### src/rtl/nbc_pkg.sv
package nbc_pkg;
  typedef enum logic [3:0] {
    ST_STRAP, ST_ERR, ST_USB, ST_ISSUE, ST_TWB, ST_BUSY, ST_GAP, ST_READ, ST_FIN
  } nbc_state_e;

  localparam logic [1:0] MODE_NONE  = 2'b00;
  localparam logic [1:0] MODE_USB   = 2'b01;
  localparam logic [1:0] MODE_SMALL = 2'b10;
  localparam logic [1:0] MODE_LARGE = 2'b11;

  localparam logic [7:0] OP_READ    = 8'h00;
  localparam logic [7:0] OP_READ_GO = 8'h30;
endpackage

### src/rtl/nbc_strobe.sv
// One bus cycle: STROBE_W clocks low then STROBE_W clocks high.
module nbc_strobe #(
  parameter int STROBE_W = 2
) (
  input  logic clk_i,
  input  logic rst_ni,
  input  logic start_i,
  output logic active_o,
  output logic low_o,
  output logic sample_o,
  output logic end_o
);
  localparam int SW = (2 * STROBE_W > 1) ? $clog2(2 * STROBE_W) : 1;
  localparam logic [SW-1:0] LAST_C = SW'(2 * STROBE_W - 1);
  localparam logic [SW-1:0] LOW_C  = SW'(STROBE_W);

  logic [SW-1:0] cnt_q;
  logic          act_q;

  always_ff @(posedge clk_i or negedge rst_ni) begin
    if (!rst_ni) begin
      cnt_q <= '0;
      act_q <= 1'b0;
    end else if (start_i) begin
      cnt_q <= '0;
      act_q <= 1'b1;
    end else if (act_q) begin
      if (cnt_q == LAST_C) act_q <= 1'b0;
      else                 cnt_q <= cnt_q + 1'b1;
    end
  end

  assign active_o = act_q;
  assign low_o    = act_q && (cnt_q < LOW_C);
  assign sample_o = act_q && (cnt_q == LOW_C - 1'b1);
  assign end_o    = act_q && (cnt_q == LAST_C);
endmodule

### src/rtl/nbc_step_decode.sv
// Maps a step index of a read-setup sequence to CLE/ALE and the bus byte.
module nbc_step_decode (
  input  logic [2:0] step_i,
  input  logic       large_i,
  input  logic       rows3_i,
  input  logic [7:0] page_i,
  output logic       cle_o,
  output logic       ale_o,
  output logic [7:0] byte_o,
  output logic       last_o
);
  import nbc_pkg::*;

  logic [2:0] ncol, nrow, last_idx;

  always_comb begin
    ncol     = large_i ? 3'd2 : 3'd1;
    nrow     = rows3_i ? 3'd3 : 3'd2;
    last_idx = ncol + nrow + {2'b00, large_i};
    last_o   = (step_i == last_idx);
    cle_o    = (step_i == 3'd0) || (large_i && last_o);
    ale_o    = !cle_o;
    if (step_i == 3'd0)             byte_o = OP_READ;
    else if (cle_o)                 byte_o = OP_READ_GO;
    else if (step_i == ncol + 3'd1) byte_o = page_i;  // row LSB first
    else                            byte_o = 8'h00;
  end
endmodule

### src/rtl/nand_boot_copy.sv
module nand_boot_copy #(
  parameter int          COPY_BYTES = 8192,
  parameter int          SMALL_PAGE = 512,
  parameter int          LARGE_PAGE = 2048,
  parameter int          STROBE_W   = 2,
  parameter int          TWB_CYC    = 2,
  parameter logic [31:0] ENTRY_ADDR = 32'h8000_0000,
  localparam int         AW         = $clog2(COPY_BYTES)
) (
  input  logic          clk_i,
  input  logic          rst_ni,
  input  logic [1:0]    boot_mode_i,
  output logic          nand_ce1_no,
  output logic          nand_cle_o,
  output logic          nand_ale_o,
  output logic          nand_we_no,
  output logic          nand_re_no,
  input  logic          nand_rb_i,
  input  logic [15:0]   nand_dq_i,
  output logic [15:0]   nand_dq_o,
  output logic          nand_dq_oe_o,
  output logic          sram_we_o,
  output logic [AW-1:0] sram_addr_o,
  output logic [15:0]   sram_wdata_o,
  output logic [1:0]    sram_be_o,
  output logic          usb_boot_o,
  output logic          boot_err_o,
  output logic          boot_done_o,
  output logic [31:0]   boot_addr_o
);
  import nbc_pkg::*;

  localparam int CW = AW + 1;
  localparam int TW = (TWB_CYC > 1) ? $clog2(TWB_CYC) : 1;
  localparam logic [CW-1:0] FULL_C  = CW'(COPY_BYTES);
  localparam logic [CW-1:0] SMASK_C = CW'(SMALL_PAGE - 1);
  localparam logic [CW-1:0] LMASK_C = CW'(LARGE_PAGE - 1);

  nbc_state_e    state_q;
  logic          cfg_q, wide_q, rows3_q, large_q;
  logic [2:0]    step_q;
  logic [7:0]    page_q;
  logic [CW-1:0] byte_cnt_q, cnt_next;
  logic [TW-1:0] wait_q;
  logic          copy_full, page_edge;

  logic stb_start, stb_active, stb_low, stb_sample, stb_end;
  logic dec_cle, dec_ale, dec_last;
  logic [7:0] dec_byte;

  nbc_strobe #(.STROBE_W(STROBE_W)) u_strobe (
    .clk_i, .rst_ni,
    .start_i (stb_start),
    .active_o(stb_active),
    .low_o   (stb_low),
    .sample_o(stb_sample),
    .end_o   (stb_end)
  );

  // configuration read always uses three row cycles
  nbc_step_decode u_step (
    .step_i (step_q),
    .large_i(large_q),
    .rows3_i(cfg_q | rows3_q),
    .page_i (page_q),
    .cle_o  (dec_cle),
    .ale_o  (dec_ale),
    .byte_o (dec_byte),
    .last_o (dec_last)
  );

  assign cnt_next  = byte_cnt_q + (wide_q ? CW'(2) : CW'(1));
  assign copy_full = (byte_cnt_q == FULL_C);
  assign page_edge = ((byte_cnt_q & (large_q ? LMASK_C : SMASK_C)) == '0);

  // back-to-back reads inside a page
  assign stb_start = ((state_q == ST_ISSUE) && !stb_active) ||
                     ((state_q == ST_READ) &&
                      (!stb_active || (stb_end && !cfg_q && !page_edge && !copy_full)));

  always_ff @(posedge clk_i or negedge rst_ni) begin
    if (!rst_ni) begin
      state_q    <= ST_STRAP;
      cfg_q      <= 1'b1;
      wide_q     <= 1'b0;
      rows3_q    <= 1'b1;
      large_q    <= 1'b0;
      step_q     <= '0;
      page_q     <= '0;
      byte_cnt_q <= '0;
      wait_q     <= '0;
    end else begin
      unique case (state_q)
        ST_STRAP: begin
          unique case (boot_mode_i)
            MODE_NONE:  state_q <= ST_ERR;
            MODE_USB:   state_q <= ST_USB;
            MODE_SMALL: begin large_q <= 1'b0; state_q <= ST_ISSUE; end
            default:    begin large_q <= 1'b1; state_q <= ST_ISSUE; end
          endcase
        end
        ST_ISSUE: if (stb_end) begin
          if (dec_last) begin
            step_q  <= '0;
            wait_q  <= '0;
            state_q <= ST_TWB;
          end else begin
            step_q <= step_q + 3'd1;
          end
        end
        ST_TWB: begin
          if (wait_q == TW'(TWB_CYC - 1)) state_q <= ST_BUSY;
          else                             wait_q  <= wait_q + 1'b1;
        end
        ST_BUSY: if (nand_rb_i) state_q <= ST_GAP;
        ST_GAP:  state_q <= ST_READ;
        ST_READ: begin
          if (stb_sample) begin
            if (cfg_q) begin
              wide_q  <= (nand_dq_i[7:4] == 4'h0);
              rows3_q <= (nand_dq_i[3:0] != 4'h0);
            end else begin
              byte_cnt_q <= cnt_next;
            end
          end
          if (stb_end) begin
            if (cfg_q) begin
              cfg_q   <= 1'b0;
              state_q <= ST_ISSUE;
            end else if (copy_full) begin
              state_q <= ST_FIN;
            end else if (page_edge) begin
              page_q  <= page_q + 8'd1;
              state_q <= ST_ISSUE;
            end
          end
        end
        default: ;
      endcase
    end
  end

  always_ff @(posedge clk_i or negedge rst_ni) begin
    if (!rst_ni) begin
      sram_we_o    <= 1'b0;
      sram_addr_o  <= '0;
      sram_wdata_o <= '0;
      sram_be_o    <= '0;
      boot_done_o  <= 1'b0;
      boot_addr_o  <= '0;
    end else begin
      sram_we_o   <= (state_q == ST_READ) && stb_sample && !cfg_q;
      boot_done_o <= (state_q == ST_READ) && stb_end && !cfg_q && copy_full;
      if (stb_sample) begin
        sram_addr_o  <= byte_cnt_q[AW-1:0];
        sram_wdata_o <= wide_q ? nand_dq_i : {8'h00, nand_dq_i[7:0]};
        sram_be_o    <= wide_q ? 2'b11 : 2'b01;
      end
      if ((state_q == ST_READ) && stb_end && !cfg_q && copy_full)
        boot_addr_o <= ENTRY_ADDR;
    end
  end

  logic nand_busy;
  assign nand_busy    = (state_q == ST_ISSUE) || (state_q == ST_TWB) || (state_q == ST_BUSY) ||
                        (state_q == ST_GAP)   || (state_q == ST_READ);
  assign nand_ce1_no  = !nand_busy;
  assign nand_cle_o   = (state_q == ST_ISSUE) && dec_cle;
  assign nand_ale_o   = (state_q == ST_ISSUE) && dec_ale;
  assign nand_dq_o    = {8'h00, dec_byte};
  assign nand_dq_oe_o = (state_q == ST_ISSUE);
  assign nand_we_no   = !((state_q == ST_ISSUE) && stb_low);
  assign nand_re_no   = !((state_q == ST_READ) && stb_low);
  assign usb_boot_o   = (state_q == ST_USB);
  assign boot_err_o   = (state_q == ST_ERR);
endmodule

### config.mk
export PLATFORM = sky130hd
export DESIGN_NAME = nand_boot_copy
export DESIGN_NICKNAME = d
export VERILOG_FILES = /design/src/rtl/nbc_pkg.sv /design/src/rtl/nbc_strobe.sv /design/src/rtl/nbc_step_decode.sv /design/src/rtl/nand_boot_copy.sv
export SDC_FILE = /design/constraint.sdc
export NUM_CORES = 1
export LEC_CHECK = 0
export CORE_UTILIZATION = 35
export DETAILED_ROUTE_END_ITERATION = 10
export PLACE_DENSITY = 0.68
export REMOVE_ABC_BUFFERS = 1
export SYNTH_ARGS = -nofsm -noshare
export SYNTH_HDL_FRONTEND = slang
export SYNTH_SLANG_ARGS = --single-unit
### constraint.sdc
create_clock -name clk_i -period 6.35 [get_ports clk_i]
set_input_delay 0.9525 -clock clk_i [delete_from_list [all_inputs] [get_ports clk_i]]
set_output_delay 0.9525 -clock clk_i [all_outputs]
set_load 0.02 [all_outputs]
* Yosys cells after proc, flatten, opt, wreduce, memory -nomap -nowiden *
Index checks and enable logic that the tools add are counted.

word-level totals
  flip-flop bits (word level) = 71
  input port bits = 21
  output and inout port bits = 89
  logic and storage cells = 135

cells by class
  add/subtract/negate cells = 8
  order comparisons = 1
  equal/unequal tests = 21
  multiplexer cells = 31
  bitwise operators = 5
  reductions and logical operators = 52

operators with widths
  kind                    number
  $mux W4                 8
  $mux W8                 3
  $pmux W4 S6             1
  $logic_and A1 B1 Y1     18
  $eq A4 B3 Y1 const B    4
  $mux W16                1
  $add A14 B2 Y14         1
  $and A14 B11 Y14        1
  $eq A14 B14 Y1 const B  1
  $logic_not A14 Y1       1
  $mux W2                 6
  $mux W11                1
  $reduce_and A3 Y1       3
  $add A8 B1 Y8 const B   1
  $eq A4 B2 Y1 const B    2
  $logic_not A1 Y1        8
  $logic_not A4 Y1        2
  $ne A2 B2 Y1 const B    4
  $reduce_and A2 Y1       4
  $logic_or A1 B1 Y1      7
  $mux W1                 7
  $reduce_and A7 Y1       1
  $add A3 B1 Y3 const B   2
  $eq A3 B3 Y1            2
  other kinds (22)        29

* Longest topological paths before layout *
  depth in word-level cells = 11
  mapped depth = 9
  mapped depth without buffers = 8

* Hierarchy *
A second synthesis with hierarchy kept.

second synthesis, totals
  cells, all modules = 339
  area total of the unflattened synthesis = 3762.4 µm²

by module, submodules not included
  module           instances  cells each  area each (µm²)  sequential area each (µm²)
  nand_boot_copy   1          301         3413.3           1704.1
  nbc_strobe       1          16          177.7            75.1
  nbc_step_decode  1          22          171.4            0.0

* Least setup slack after synthesis *
OpenSTA, ideal clock, no wires.

  path kind = register to output
  start point = register cfg_q
  end point = output nand_dq_o[0]
  data arrival time = 1.630 ns
  data required time = 5.398 ns
  path slack = 3.767 ns
  stages on the path, launching flop included = 9
  buffers on the path = 0
  path through = dfstp_2 nor2_1 ha_1 nand2b_1 mux2i_1 nand3_1 nand2b_1 nor2_1 and2_1

on the way
  longest elaborated chain between the ends = 9

RTL lines
  item                    RTL line               text
  start, declared         nand_boot_copy.sv:40   logic cfg_q, wide_q, rows3_q, large_q;
  start signal, assigned  nand_boot_copy.sv:84   cfg_q <= 1'b1;
  start signal, assigned  nand_boot_copy.sv:128  cfg_q <= 1'b0;
  $or A1 B1 Y1            nand_boot_copy.sv:64   .rows3_i(cfg_q | rows3_q),
  $mux W1                 nbc_step_decode.sv:18  nrow = rows3_i ? 3'd3 : 3'd2;
  $add A3 B3 Y3           nbc_step_decode.sv:19  last_idx = ncol + nrow + {2'b00, large_i};
  $add A3 B1 Y3           nbc_step_decode.sv:19
  $eq A3 B3 Y1            nbc_step_decode.sv:20  last_o = (step_i == last_idx);
  $logic_and A1 B1 Y1     nbc_step_decode.sv:21  cle_o = (step_i == 3'd0) || (large_i && last_o);
  $logic_or A1 B1 Y1      nbc_step_decode.sv:21
  $mux W8                 nbc_step_decode.sv:24  else if (cle_o) byte_o = OP_READ_GO;
  $mux W8                 nbc_step_decode.sv:23  if (step_i == 3'd0) byte_o = OP_READ;
  end, declared           nand_boot_copy.sv:20   output logic [15:0] nand_dq_o,

Every way passes these cells.

* Worst setup path after layout *
  start point = register cfg_q
  end point = output nand_dq_o[1]

Same word-level chain as after synthesis.

==> out/results.ini <==
[run_status]
status = completed

[layout]
final_area_um2 = 4540
nets = 456
final_core_util = 0.456
final_cell_mix = dfrtp_1 (69), clkdlybuf4s50_1 (69), nand2_1 (43)
synthToLayoutAreaGrowth_pct = 24.0
multi_input_area_um2 = 1640
fillCellCount = 972
antenna_cells = 0
stdcell_count = 563
drive_above_1_share = 0.126
regArea_um2 = 1780

[cts]
clk_path_buf_depth = 2
cts-htree-levels = 3
cts-resized-gates = 0
cts_tree = built
post-cts-setup-buffers = 0
cts.sinks = 71
clockRootBuffer = clkbuf_8
clk_pin_slew_ns = 0.07
cts-buffers-inserted = 9
hold_buffers = 0
clk_latency_ns = 0.33

[global_routing]
grt_pass1_wl_um = 11900
overflow = 0
grt_max_degree = 72
grt_pass1_vias = 2530
grt_util_met1 = 0.171
grt_util_met3 = 0.0313
grt_use_met2 = 0.226
grt_usage = 0.136
top_usage_layer = met2
antenna_found_initial = 0

[floorplanning]
core.rowCount = 36
core_region_area_um2 = 9950
die-area_um2 = 10900
die_h_um = 104
die_w_um = 104
start_util = 0.368
ioPinCount = 110

[synthesis]
synth.area.top_cells = dfrtp_1 (47%), buf_4 (8.0%), mux2_2 (7.7%)
yosysTopAreaCellShare = 0.472
syn_avg_cell_area_um2 = 10.3
synth-simple-area-share = 0.180
synth_cell_types = 46
synth-compound-area-share = 0.0578
synthArstFlopShare = 1.00
yosysTopAreaCell = dfrtp_1
syn_area_um2 = 3660
synth-adder-area-share = 0.0328
synth-edff-count = 0
yosys.area_share.xor_xnor = 0.0527
ys_dominant_reg_cell = dfrtp_1
synth-seq-area-share = 0.486
syn_inst = 355
synth_top_family_by_area = simple AND/OR/NAND/NOR gates
ys_ff_latch = 71
yosysWarningCount = 0
synthMuxAreaShare = 0.0852

[detailed_routing]
dr.pass1.iters = 4
wl_per_cell_um = 12.6
vias = 2613
ant_nets = 0
drc = 0
drtIter0Drc = 56
avgViaCountPerCell = 4.64
routed_wl_um = 7110

[worst_setup_path]
r2r_slack_ns = 3.99
crit_path_end_kind = output pin
r2r-end = byte_cnt_q[10]
r2r_cells = 8
critPathKind = flop to output pin
rr_startpoint = wide_q
cp-start-kind = flop
cp_max_fo = 6
arrival_ns = 2.69
crit_required_ns = 5.40

[placement]
gp_congestion = 0.803
placed_cell_area_um2 = 4340
port_buffers = 70
place_hpwl_um = 5160
dp.cells = 548

[sta]
fmax_ghz = 0.275
period_share = 0.573
worst_pin_slew_ns = 0.890
hold_ws_ns = 0.462
rsz0062_at_grt = no
report.final.setup_viol = 0
post-route-min-period_ns = 3.64
drv_slew = 0
final_hold_viol_count = 0
timing.setup.tns_ns = 0
fin_skew_ns = 0.00412
timing.slew.headroom = 0.407

[run]
max_cap_viol_count = 0

[min_path]
whs_path_depth = 1
hold_class = flop to flop
min_to = byte_cnt_q[13]
min_from = byte_cnt_q[13]

[power_and_ir_drop]
power_per_cell_area_nw_per_um2 = 394
p_leak_nw = 2.12
ir_drop_mv = 0.190

-- per-layer routing --
layer / part of all wire / up-vias
met4: 0.014 / 0
met3: 0.048 / 8
met5: 0 / -
met1: 0.46 / 1264
met2: 0.48 / 82
li1: - / 1259
-- state kept, by name, summed over array words and instances (netlist names) --
name and count:
u_strobe.active_o 1, state_q 4, sram_addr_o 13, byte_cnt_q 14
u_strobe.cnt_q 2, rows3_q 1, page_q 8, step_q 3
sram_we_o 1, large_q 1, boot_done_o 1, boot_addr_o 1
sram_be_o 2, cfg_q 1, wide_q 1, sram_wdata_o 16
wait_q 1
-- cells by family (layout without fill, tap and decap cells) --
group | Yosys count | after routing
fa+ha+maj | 9 | 9
mux | 28 | 28
other cells | 1 | 39
compound gates | 36 | 36
simple gates | 126 | 126
xor+xnor | 22 | 22
buf+inv | 62 | 99
flops | 71 | 71
-- worst max-delay path by stage --
stage                         endpoint   from  slack [ns]  cells after the start
after global placement    nand_dq_o[2]  cfg_q        3.09                      9
after floorplan           nand_dq_o[0]  cfg_q        3.77                      8
after global routing      nand_dq_o[1]  cfg_q        2.49                      9
after detailed placement  nand_dq_o[1]  cfg_q        3.01                      9
final                     nand_dq_o[1]  cfg_q        2.71                      9
after CTS                 nand_dq_o[1]  cfg_q        2.63                      9
-- cells in the mapped netlist, types with 2 or more instances --
cell and count:
and2_1 10, a21o_1 2, nand3_1 14, buf_2 3, mux2_2 25, nand2b_1 6, o21ai_0 16, dfstp_2 2
buf_1 2, nor2b_1 4, nand4_1 5, nor3_1 6, buf_4 39, o22ai_1 4, inv_1 12, dfrtp_1 69
xnor2_1 14, xor2_1 8, and4_1 2, and3_1 3, mux2i_1 3, nand2_1 43, or2_2 5, nor4_1 5
ha_1 8, a21oi_1 7, nor2_1 14, clkbuf_1 6
-- metrics by stage --
step / setup slack, ns / power, mW
final: 2.71 / 1.79
after global routing: 2.49 / 1.92
after CTS: 2.63 / 1.81
after detailed placement: 3.01 / 1.45
after global placement: 3.09 / 1.42
after floorplan: 3.77 / 1.15
-- worst max-delay path: stages, from the launching register on --
cell and delay (ns):
dfstp_2 0.56, nor2_1 0.05, ha_1 0.28, nand2b_1 0.12, mux2i_1 0.07, nand3_1 0.14, nand2b_1 0.11, nor2_1 0.25
and2_1 0.18, clkdlybuf4s50_1 0.61
-- cell type report --
type                            count  share of cell area
Clock buffer                       11              0.0334
Clock inverter                      4             0.00993
Inverter                           12             0.00993
Multi-Input combinational cell    260               0.361
Sequential cell                    71               0.392
Tap cell                          133              0.0367
Timing Repair Buffer               72               0.157
-- power breakdown --
group / leakage, nW / total, mW / internal (mW) / switching, mW
sequential: 0.913 / 0.668 / 0.563 / 0.105
clock: 0.105 / 0.358 / 0.199 / 0.160
combinational: 1.10 / 0.760 / 0.357 / 0.403
(Power assumes the default switching activity.)
